==> src/rtl/ipc_pkg.sv <==
package ipc_pkg;

    localparam int PRIO_W  = 3;
    localparam int NPRIO   = 1 << PRIO_W;
    localparam int DATA_W  = 8;
    localparam int RSVD_PRIO = NPRIO - 1;

    localparam logic [DATA_W-1:0] PRIO_NONE = '1;

    localparam int OFS_STATUS = 0;
    localparam int OFS_CUR    = 1;
    localparam int OFS_PEND   = 2;
    localparam int OFS_TOP    = 3;
    localparam int OFS_ACK    = 4;

    typedef enum logic [1:0] {
        VIEW_PHYS = 2'b00,
        VIEW_HYP  = 2'b01,
        VIEW_OS   = 2'b10,
        VIEW_USER = 2'b11
    } view_e;

    typedef enum logic [2:0] {
        SEL_NONE,
        SEL_STATUS,
        SEL_CUR,
        SEL_PEND,
        SEL_TOP,
        SEL_ACK
    } sel_e;

    typedef struct packed {
        logic              rd;
        logic              wr;
        view_e             view;
        sel_e              sel;
        logic [DATA_W-1:0] wdata;
    } bus_op_t;

    function automatic logic [DATA_W-1:0] most_favored(input logic [NPRIO-1:0] pend);
        logic [DATA_W-1:0] r;
        r = PRIO_NONE;
        for (int i = NPRIO - 1; i >= 0; i--) begin
            if (pend[i]) r = DATA_W'(i);
        end
        return r;
    endfunction

endpackage

==> src/rtl/ipc_decode.sv <==
module ipc_decode
    import ipc_pkg::*;
#(
    parameter int PAGE_SHIFT = 4,
    localparam int ADDR_W = PAGE_SHIFT + 2
) (
    input  logic              req_valid,
    input  logic              req_write,
    input  logic [ADDR_W-1:0] req_addr,
    input  logic [DATA_W-1:0] req_wdata,
    output bus_op_t           op
);
    logic [PAGE_SHIFT-1:0] ofs;

    always_comb begin
        ofs      = req_addr[PAGE_SHIFT-1:0];
        op.rd    = req_valid && !req_write;
        op.wr    = req_valid && req_write;
        op.view  = view_e'(req_addr[ADDR_W-1:PAGE_SHIFT]);
        op.wdata = req_wdata;
        if (ofs == PAGE_SHIFT'(OFS_STATUS))      op.sel = SEL_STATUS;
        else if (ofs == PAGE_SHIFT'(OFS_CUR))    op.sel = SEL_CUR;
        else if (ofs == PAGE_SHIFT'(OFS_PEND))   op.sel = SEL_PEND;
        else if (ofs == PAGE_SHIFT'(OFS_TOP))    op.sel = SEL_TOP;
        else if (ofs == PAGE_SHIFT'(OFS_ACK))    op.sel = SEL_ACK;
        else                                     op.sel = SEL_NONE;
    end
endmodule

==> src/rtl/ipc_pending.sv <==
module ipc_pending
    import ipc_pkg::*;
(
    input  logic              clk,
    input  logic              rst,
    input  logic              set_valid,
    input  logic [PRIO_W-1:0] set_prio,
    input  logic              clr_valid,
    input  logic [PRIO_W-1:0] clr_prio,
    output logic [NPRIO-1:0]  pend,
    output logic [DATA_W-1:0] top_prio
);
    for (genvar i = 0; i < NPRIO; i++) begin : g_lvl
        if (i == RSVD_PRIO) begin : g_rsvd
            assign pend[i] = 1'b0;
        end else begin : g_bit
            logic bit_q;
            always_ff @(posedge clk) begin
                if (rst)
                    bit_q <= 1'b0;
                else if (set_valid && set_prio == PRIO_W'(i))
                    bit_q <= 1'b1;
                else if (clr_valid && clr_prio == PRIO_W'(i))
                    bit_q <= 1'b0;
            end
            assign pend[i] = bit_q;
        end
    end

    assign top_prio = most_favored(pend);
endmodule

==> src/rtl/ipc_cur.sv <==
module ipc_cur
    import ipc_pkg::*;
(
    input  logic              clk,
    input  logic              rst,
    input  logic              wr_en,
    input  logic [DATA_W-1:0] wr_val,
    input  logic              ack_en,
    input  logic [DATA_W-1:0] ack_val,
    output logic [DATA_W-1:0] cppr
);
    always_ff @(posedge clk) begin
        if (rst)
            cppr <= '0;
        else if (ack_en)
            cppr <= ack_val;
        else if (wr_en)
            cppr <= wr_val;
    end
endmodule

==> src/rtl/irq_presenter_ctx.sv <==
module irq_presenter_ctx
    import ipc_pkg::*;
#(
    parameter int PAGE_SHIFT = 4,
    localparam int ADDR_W = PAGE_SHIFT + 2
) (
    input  logic              clk,
    input  logic              rst,
    input  logic              ntf_valid,
    input  logic [PRIO_W-1:0] ntf_prio,
    input  logic              req_valid,
    input  logic              req_write,
    input  logic [ADDR_W-1:0] req_addr,
    input  logic [DATA_W-1:0] req_wdata,
    output logic              rd_valid,
    output logic [DATA_W-1:0] rd_data,
    output logic              irq_out
);
    bus_op_t           op;
    logic [NPRIO-1:0]  pend;
    logic [DATA_W-1:0] top_prio;
    logic [DATA_W-1:0] cppr;
    logic              exc;
    logic              priv_view;
    logic              ack_fire;
    logic              cur_wr;
    logic              ntf_ok;
    logic [DATA_W-1:0] rd_mux;
    logic              rd_valid_q;
    logic [DATA_W-1:0] rd_data_q;

    ipc_decode #(.PAGE_SHIFT(PAGE_SHIFT)) u_dec (
        .req_valid (req_valid),
        .req_write (req_write),
        .req_addr  (req_addr),
        .req_wdata (req_wdata),
        .op        (op)
    );

    assign ntf_ok    = ntf_valid && (ntf_prio != PRIO_W'(RSVD_PRIO));
    assign exc       = top_prio < cppr;
    assign priv_view = op.view != VIEW_USER;
    assign ack_fire  = op.rd && op.sel == SEL_ACK && priv_view && exc;
    assign cur_wr    = op.wr && op.sel == SEL_CUR && priv_view;

    ipc_pending u_pend (
        .clk       (clk),
        .rst       (rst),
        .set_valid (ntf_ok),
        .set_prio  (ntf_prio),
        .clr_valid (ack_fire),
        .clr_prio  (top_prio[PRIO_W-1:0]),
        .pend      (pend),
        .top_prio  (top_prio)
    );

    ipc_cur u_cur (
        .clk     (clk),
        .rst     (rst),
        .wr_en   (cur_wr),
        .wr_val  (op.wdata),
        .ack_en  (ack_fire),
        .ack_val (top_prio),
        .cppr    (cppr)
    );

    always_comb begin
        unique case (op.sel)
            SEL_STATUS: rd_mux = {exc, {(DATA_W-1){1'b0}}};
            SEL_CUR:    rd_mux = cppr;
            SEL_PEND:   rd_mux = DATA_W'(pend);
            SEL_TOP:    rd_mux = top_prio;
            SEL_ACK:    rd_mux = ack_fire ? top_prio : PRIO_NONE;
            default:    rd_mux = '0;
        endcase
    end

    always_ff @(posedge clk) begin
        if (rst) begin
            rd_valid_q <= 1'b0;
            rd_data_q  <= '0;
        end else begin
            rd_valid_q <= op.rd;
            if (op.rd) rd_data_q <= rd_mux;
        end
    end

    assign rd_valid = rd_valid_q;
    assign rd_data  = rd_data_q;
    assign irq_out  = exc;
endmodule

==> config.mk <==
export PLATFORM = sky130hd
export DESIGN_NAME = irq_presenter_ctx
export DESIGN_NICKNAME = d
export VERILOG_FILES = /design/src/rtl/ipc_pkg.sv /design/src/rtl/ipc_decode.sv /design/src/rtl/ipc_pending.sv /design/src/rtl/ipc_cur.sv /design/src/rtl/irq_presenter_ctx.sv
export SDC_FILE = /design/constraint.sdc
export NUM_CORES = 1
export LEC_CHECK = 0
export ABC_AREA = 1
export BUFFER_PORTS_ARGS = -buffer_cell sky130_fd_sc_hd__buf_2
export CORE_UTILIZATION = 49
export CTS_CLUSTER_DIAMETER = 80
export CTS_CLUSTER_SIZE = 24
export DETAILED_ROUTE_END_ITERATION = 10
export PLACE_DENSITY = 0.87
export RECOVER_POWER = 100
export SLEW_MARGIN = 25
export SYNTH_ARGS = -nofsm -noshare
export SYNTH_HDL_FRONTEND = slang
export SYNTH_SLANG_ARGS = --single-unit
==> constraint.sdc <==
create_clock -name clk -period 3.1 [get_ports clk]
set_input_delay 0.93 -clock clk [delete_from_list [all_inputs] [get_ports clk]]
set_output_delay 0.93 -clock clk [all_outputs]
set_load 0.02 [all_outputs]
After elaboration in Yosys (flattened, before gate mapping) --
Cells that the tools add are included.
Storage, ports and cells: flip-flop bits (word level) 24
Operators by class: magnitude comparators 1, equality and inequality tests 23, multiplexer cells 30, reduce and logical (&&, ||, !) cells 34
Operator list (number):
- 8-bit 2-to-1 mux | 10
- 8-bit case mux with 5 select lines | 1
- 3-bit == test, second input constant | 8
- 1-bit logical AND | 22
- 3-bit by 2-bit == test with 1-bit output, second input constant | 6
- 2-bit nonzero test | 8
- 3-bit 2-to-1 mux | 5
- 1-bit 2-to-1 mux | 14
- 3-bit by 1-bit == test with 1-bit output, second input constant | 3
- 4-bit by 2-bit == test with 1-bit output, second input constant | 2
- 8-bit < comparator | 1
- 3-bit zero test | 2
- 4-bit by 1-bit == test with 1-bit output, second input constant | 1
- 4-bit by 3-bit == test with 1-bit output, second input constant | 1
- 4-bit zero test | 1
- 3-bit inequality test, second input constant | 1
- 2-bit inequality test, second input constant | 1
- 1-bit zero test | 1

Logic depth before layout (Yosys ltp) --
depth in word-level cells 13, depth in mapped cells 19, mapped depth without buffers 19

By module --
A second synthesis with hierarchy kept.
Second synthesis, totals: cells, all modules 315, area total of the unflattened synthesis 1899.3 sq um
By module, submodules not included:
- irq_presenter_ctx | times used 1, cells each 143, area each 849.6 sq um, sequential area each 180.2 sq um
- ipc_pending | times used 1, cells each 83, area each 498.0 sq um, sequential area each 140.1 sq um
- ipc_cur | times used 1, cells each 61, area each 409.1 sq um, sequential area each 160.2 sq um
- ipc_decode | times used 1, cells each 28, area each 142.6 sq um, sequential area each 0.0 sq um

Least setup slack after synthesis --
No wires, ideal clock.
path type reg-to-output, start reg u_pend.g_lvl[2].g_bit.bit_q, end out irq_out, arrival time 2496 ps, data required time 2170 ps, setup slack -326 ps, stages on the path, launching flop included 11, cell sequence dfxtp_1 nor2_1 inv_2 nor3_4 inv_2 nor3_1 ha_1 a21oi_1 nor2_1 a211oi_2 a21boi_1
On the way: cells in the longest elaborated chain, start to end 4
RTL lines:
- from (decl) | RTL line ipc_pending.sv:17 | logic bit_q;
- from (signal assigned) | RTL line ipc_pending.sv:20 | bit_q <= 1'b0;
- from (signal assigned) | RTL line ipc_pending.sv:22 | bit_q <= 1'b1;
- from (signal assigned) | RTL line ipc_pending.sv:24 | bit_q <= 1'b0;
- 8-bit 2-to-1 mux (3 in a row) | RTL line ipc_pkg.sv:44 | if (pend[i]) r = DATA_W'(i);
- 8-bit < comparator | RTL line irq_presenter_ctx.sv:41 | assign exc = top_prio < cppr;
- to (decl) | RTL line irq_presenter_ctx.sv:17 | output logic irq_out
No other way between the ends.

Worst setup path in the final report --
Same ends and word-level chain as after synthesis.

==> metrics.md <==
| Metric | Value |
|---|---|
| Status | `finished with violations` |
| Failing checks | `design-rule violations, negative setup slack` |
| Final Hold Fails | `0` |
| Setup_tns | `-0.102 ns` |
| Dpl ws | `-0.0226 ns` |
| # setup viols final | `1` |
| DRC viols | `2` |
| Syn-to-layout area delta | `22.6%` |
| Comb power frac | `0.273` |
| Num CTS Buffers | `3` |
| Hold Slack | `between 0.4 and 0.5 ns` |
| Synth area leader | `dfxtp_1` |
| Die ar. | `around 3400 um2` |
| Slowest stage cell, crit path | `dfxtp_2` |
| Max-slew headroom | `0.632` |
| Hold_buf cts | `0` |
| Total power | `roughly 0.76 mW` |
| Wirelength per Cell | `between 10 and 15 um` |
| FP Rows | `19` |
| # IOs | `32` |
| Most Crowded Layer GR | `met2` |
| Largest net degree at the start of global routing | `21` |
| Total gr overflow | `0` |
| Synth top area share | `0.313` |
| Post-Syn Area | `about 1500 um2` |
| Synth cell count leaders | `nand2_1 (54), inv_1 (39), dfxtp_1 (24)` |
| CTS tree | `built` |
| CP delay by family, top | `compound AO/OA/AOI/OAI gates` |
| Worst setup SP type | `register` |
| Synth cell types | `31` |
| Syn Inst Count | `227` |
| Crit path buf inv count | `4` |
| Switch share | `0.289` |
| Dpl cells | `between 200 and 300` |
| Final HPWL DP | `2780 um` |
| Seq cells post-synth | `24` |
| Worst-Skew Late Latency | `around 0.32 ns` |
| Ys Warns | `0` |
| Met2 Resource Use GR | `0.417` |
| Design Area, Final | `~1900 um2` |
| Sw Pwr | `between 0.2 and 0.25 mW` |
| Net count after synthesis | `256` |
| Initial antenna violation count | `0` |
| FFs w/ async S/R, synth | `0` |
| Seq pwr share | `0.424` |
| Vias per cell | `between 5 and 6` |
| Die Wd | `roughly 58 um` |
| Clock-pin slew on the worst setup and hold paths | `between 0.1 and 0.15 ns` |
| Die span in y | `~58 um` |
| Pint | `about 0.54 mW` |
| Max-Cap Viols | `0` |
| Seq/Total Area, Yosys | `0.313` |
| Slew @ Worst Pin | `between 0.5 and 0.6 ns` |
| DRT iter0 DRCs | `about 100` |
| Final Max Slew Viols | `0` |
| Fin util | `0.660` |
| Main synth FF type | `dfxtp_1` |
| CP max FO | `4` |
| Final GP Congestion | `roughly 0.87` |
| WP data required | `about 2.2 ns` |
| DRT antenna net count | `0` |
| Number of port buffers | `31` |
| Clock skew | `around 0.0044 ns` |
| All-Layer GR Usage | `0.244` |
| Post-route minimum period | `about 3.2 ns` |
| DR vias | `between 1,500 and 2,000` |
| Critical path cell sequence | `nor2_4 -> inv_2 -> nor3_4 -> inv_2 -> nor3_4 -> buf_6 -> ha_4 -> a21oi_2 -> nor2_1 -> a211oi_2 -> a21boi_4 -> buf_6` |
| First-pass iteration count of the detailed router | `9` |
| Clk buf depth | `2` |
| CP max stage delay | `about 0.36 ns` |
| Starting Density | `0.538` |
| Fin cells | `between 300 and 400` |
| Cell with the most instances after synthesis | `nand2_1` |
| RSZ-0062 raised after global routing | `yes` |
| Placed instance area | `1740 um2` |
| CP Capture Type | `output pin` |
| Antenna cells | `0` |
| NumNets Final | `300` |
| LEAKAGE | `approximately 0.8 nW` |
| Setup Crit Path Kind | `reg2out` |
| First-pass GRT wire length | `~6400 um` |
| Layout cells sized above 1 | `0.226` |
| Routed WL | `3850 um` |
| M3 GR Usage | `0.0246` |
| Clk sinks | `24` |
| Ranking of synthesized cells by area | `dfxtp_1 (31%), nand2_1 (13%), inv_1 (9.5%)` |
| Vias in the first global route | `~1,500` |
| Hold Crit Class | `reg2reg` |
| Maximum VDD drop | `0.000221 V` |
| Core region area | `about 2900 um2` |
| H-tree lvl count | `1` |
| Avg Synthesized Cell Area | `just under 7 um2` |
| PwrDens | `just over 400 nW/um2` |
| Post-synth EDFFs | `0` |
| CTS root buf | `clkbuf_4` |
| Clock power share | `0.303` |
| M1 GR Usage | `0.319` |
| Max Freq | `roughly 310 MHz` |
| PnR worst setup slack | `-0.102 ns` |
| Arr. time, crit path | `approximately 2.3 ns` |
| Ratio of final minimum period to clock period | `1.03` |
[power by group through the flow]
stage	Combinational, mW	Clock (mW)	Sequential (mW)
2_1_floorplan	0.113	0	0.330
3_3_place_gp	0.161	0	0.327
3_5_place_dp	0.164	0	0.327
4_1_cts	0.190	0.232	0.321
5_1_grt	0.228	0.245	0.322
6_report	0.207	0.230	0.322
[final timing paths]
kind | startpoint | end | slack, ns | cells past startpoint
worst max-delay path | u_pend.g_lvl[2].g_bit.bit_q | irq_out | -0.10 | 12
worst min-delay path | rd_data[6] | rd_data[6] | 0.48 | 2
worst max register to register | u_pend.g_lvl[2].g_bit.bit_q | rd_data[7] | 0.69 | 16
worst min register to register | rd_data[6] | rd_data[6] | 0.48 | 2
[cell type report]
type / instances / area (um2)
flip-flops and latches: 24 / 483
clock inverters: 1 / 30.0
multi-input cells: 156 / 910
fillers: 262 / 971
repair buffers: 41 / 229
well taps: 31 / 38.8
inverters: 45 / 169
clock buffers: 3 / 22.5
[timing repair]
item / 4_1_cts / 5_1_grt
setup buffers: 6 / 2
setup endpoints to repair: 1 / 1
pin swaps: 4 / 5
gates resized for setup: 6 / 5
cloned: 0 / 0
[worst min-delay path: stages (launching register included)]
cell and delay [ns]:
dfxtp_1 0.33, nand2_1 0.06, a21oi_1 0.05
[per-layer routing]
layer	part of all wire	wire (um)	up-vias
met3	0.056	215	9
met1	0.44	1700	732
met2	0.49	1880	66
met4	0.016	61	0
met5	0	0	-
li1	-	-	825
[cells in the final DEF (no fill, tap or decap), drive strengths merged]
cell,n
o221ai,1
a21oi,19
nor3,10
buf,32
clkinv,1
nand3,6
nor2,24
nand2,59
o21ai,5
nor4,1
a21boi,1
nand4,9
inv,44
bufinv,1
a22oi,1
ha,7
o21a,1
o22ai,6
dfxtp,24
a211oi,6
clkbuf,12
[registers in the layout, summed over array words and instances, names as in the netlist]
| name | count |
|---|---|
| rd_valid | 1 |
| u_cur.cppr | 8 |
| rd_data | 8 |
| u_pend.g_lvl.g_bit.bit_q | 7 |
[logic make-up (layout without fill, tap and decap cells)]
family	after synthesis	count (layout)	share of synthesized area
AO/OA/AOI/OAI	40	40	0.156
buffers and inverters	47	90	0.122
flip-flops	24	24	0.313
AND/OR/NAND/NOR	109	109	0.352
adder cells (fa/ha/maj)	7	7	0.0570
(Power assumes the default switching activity.)
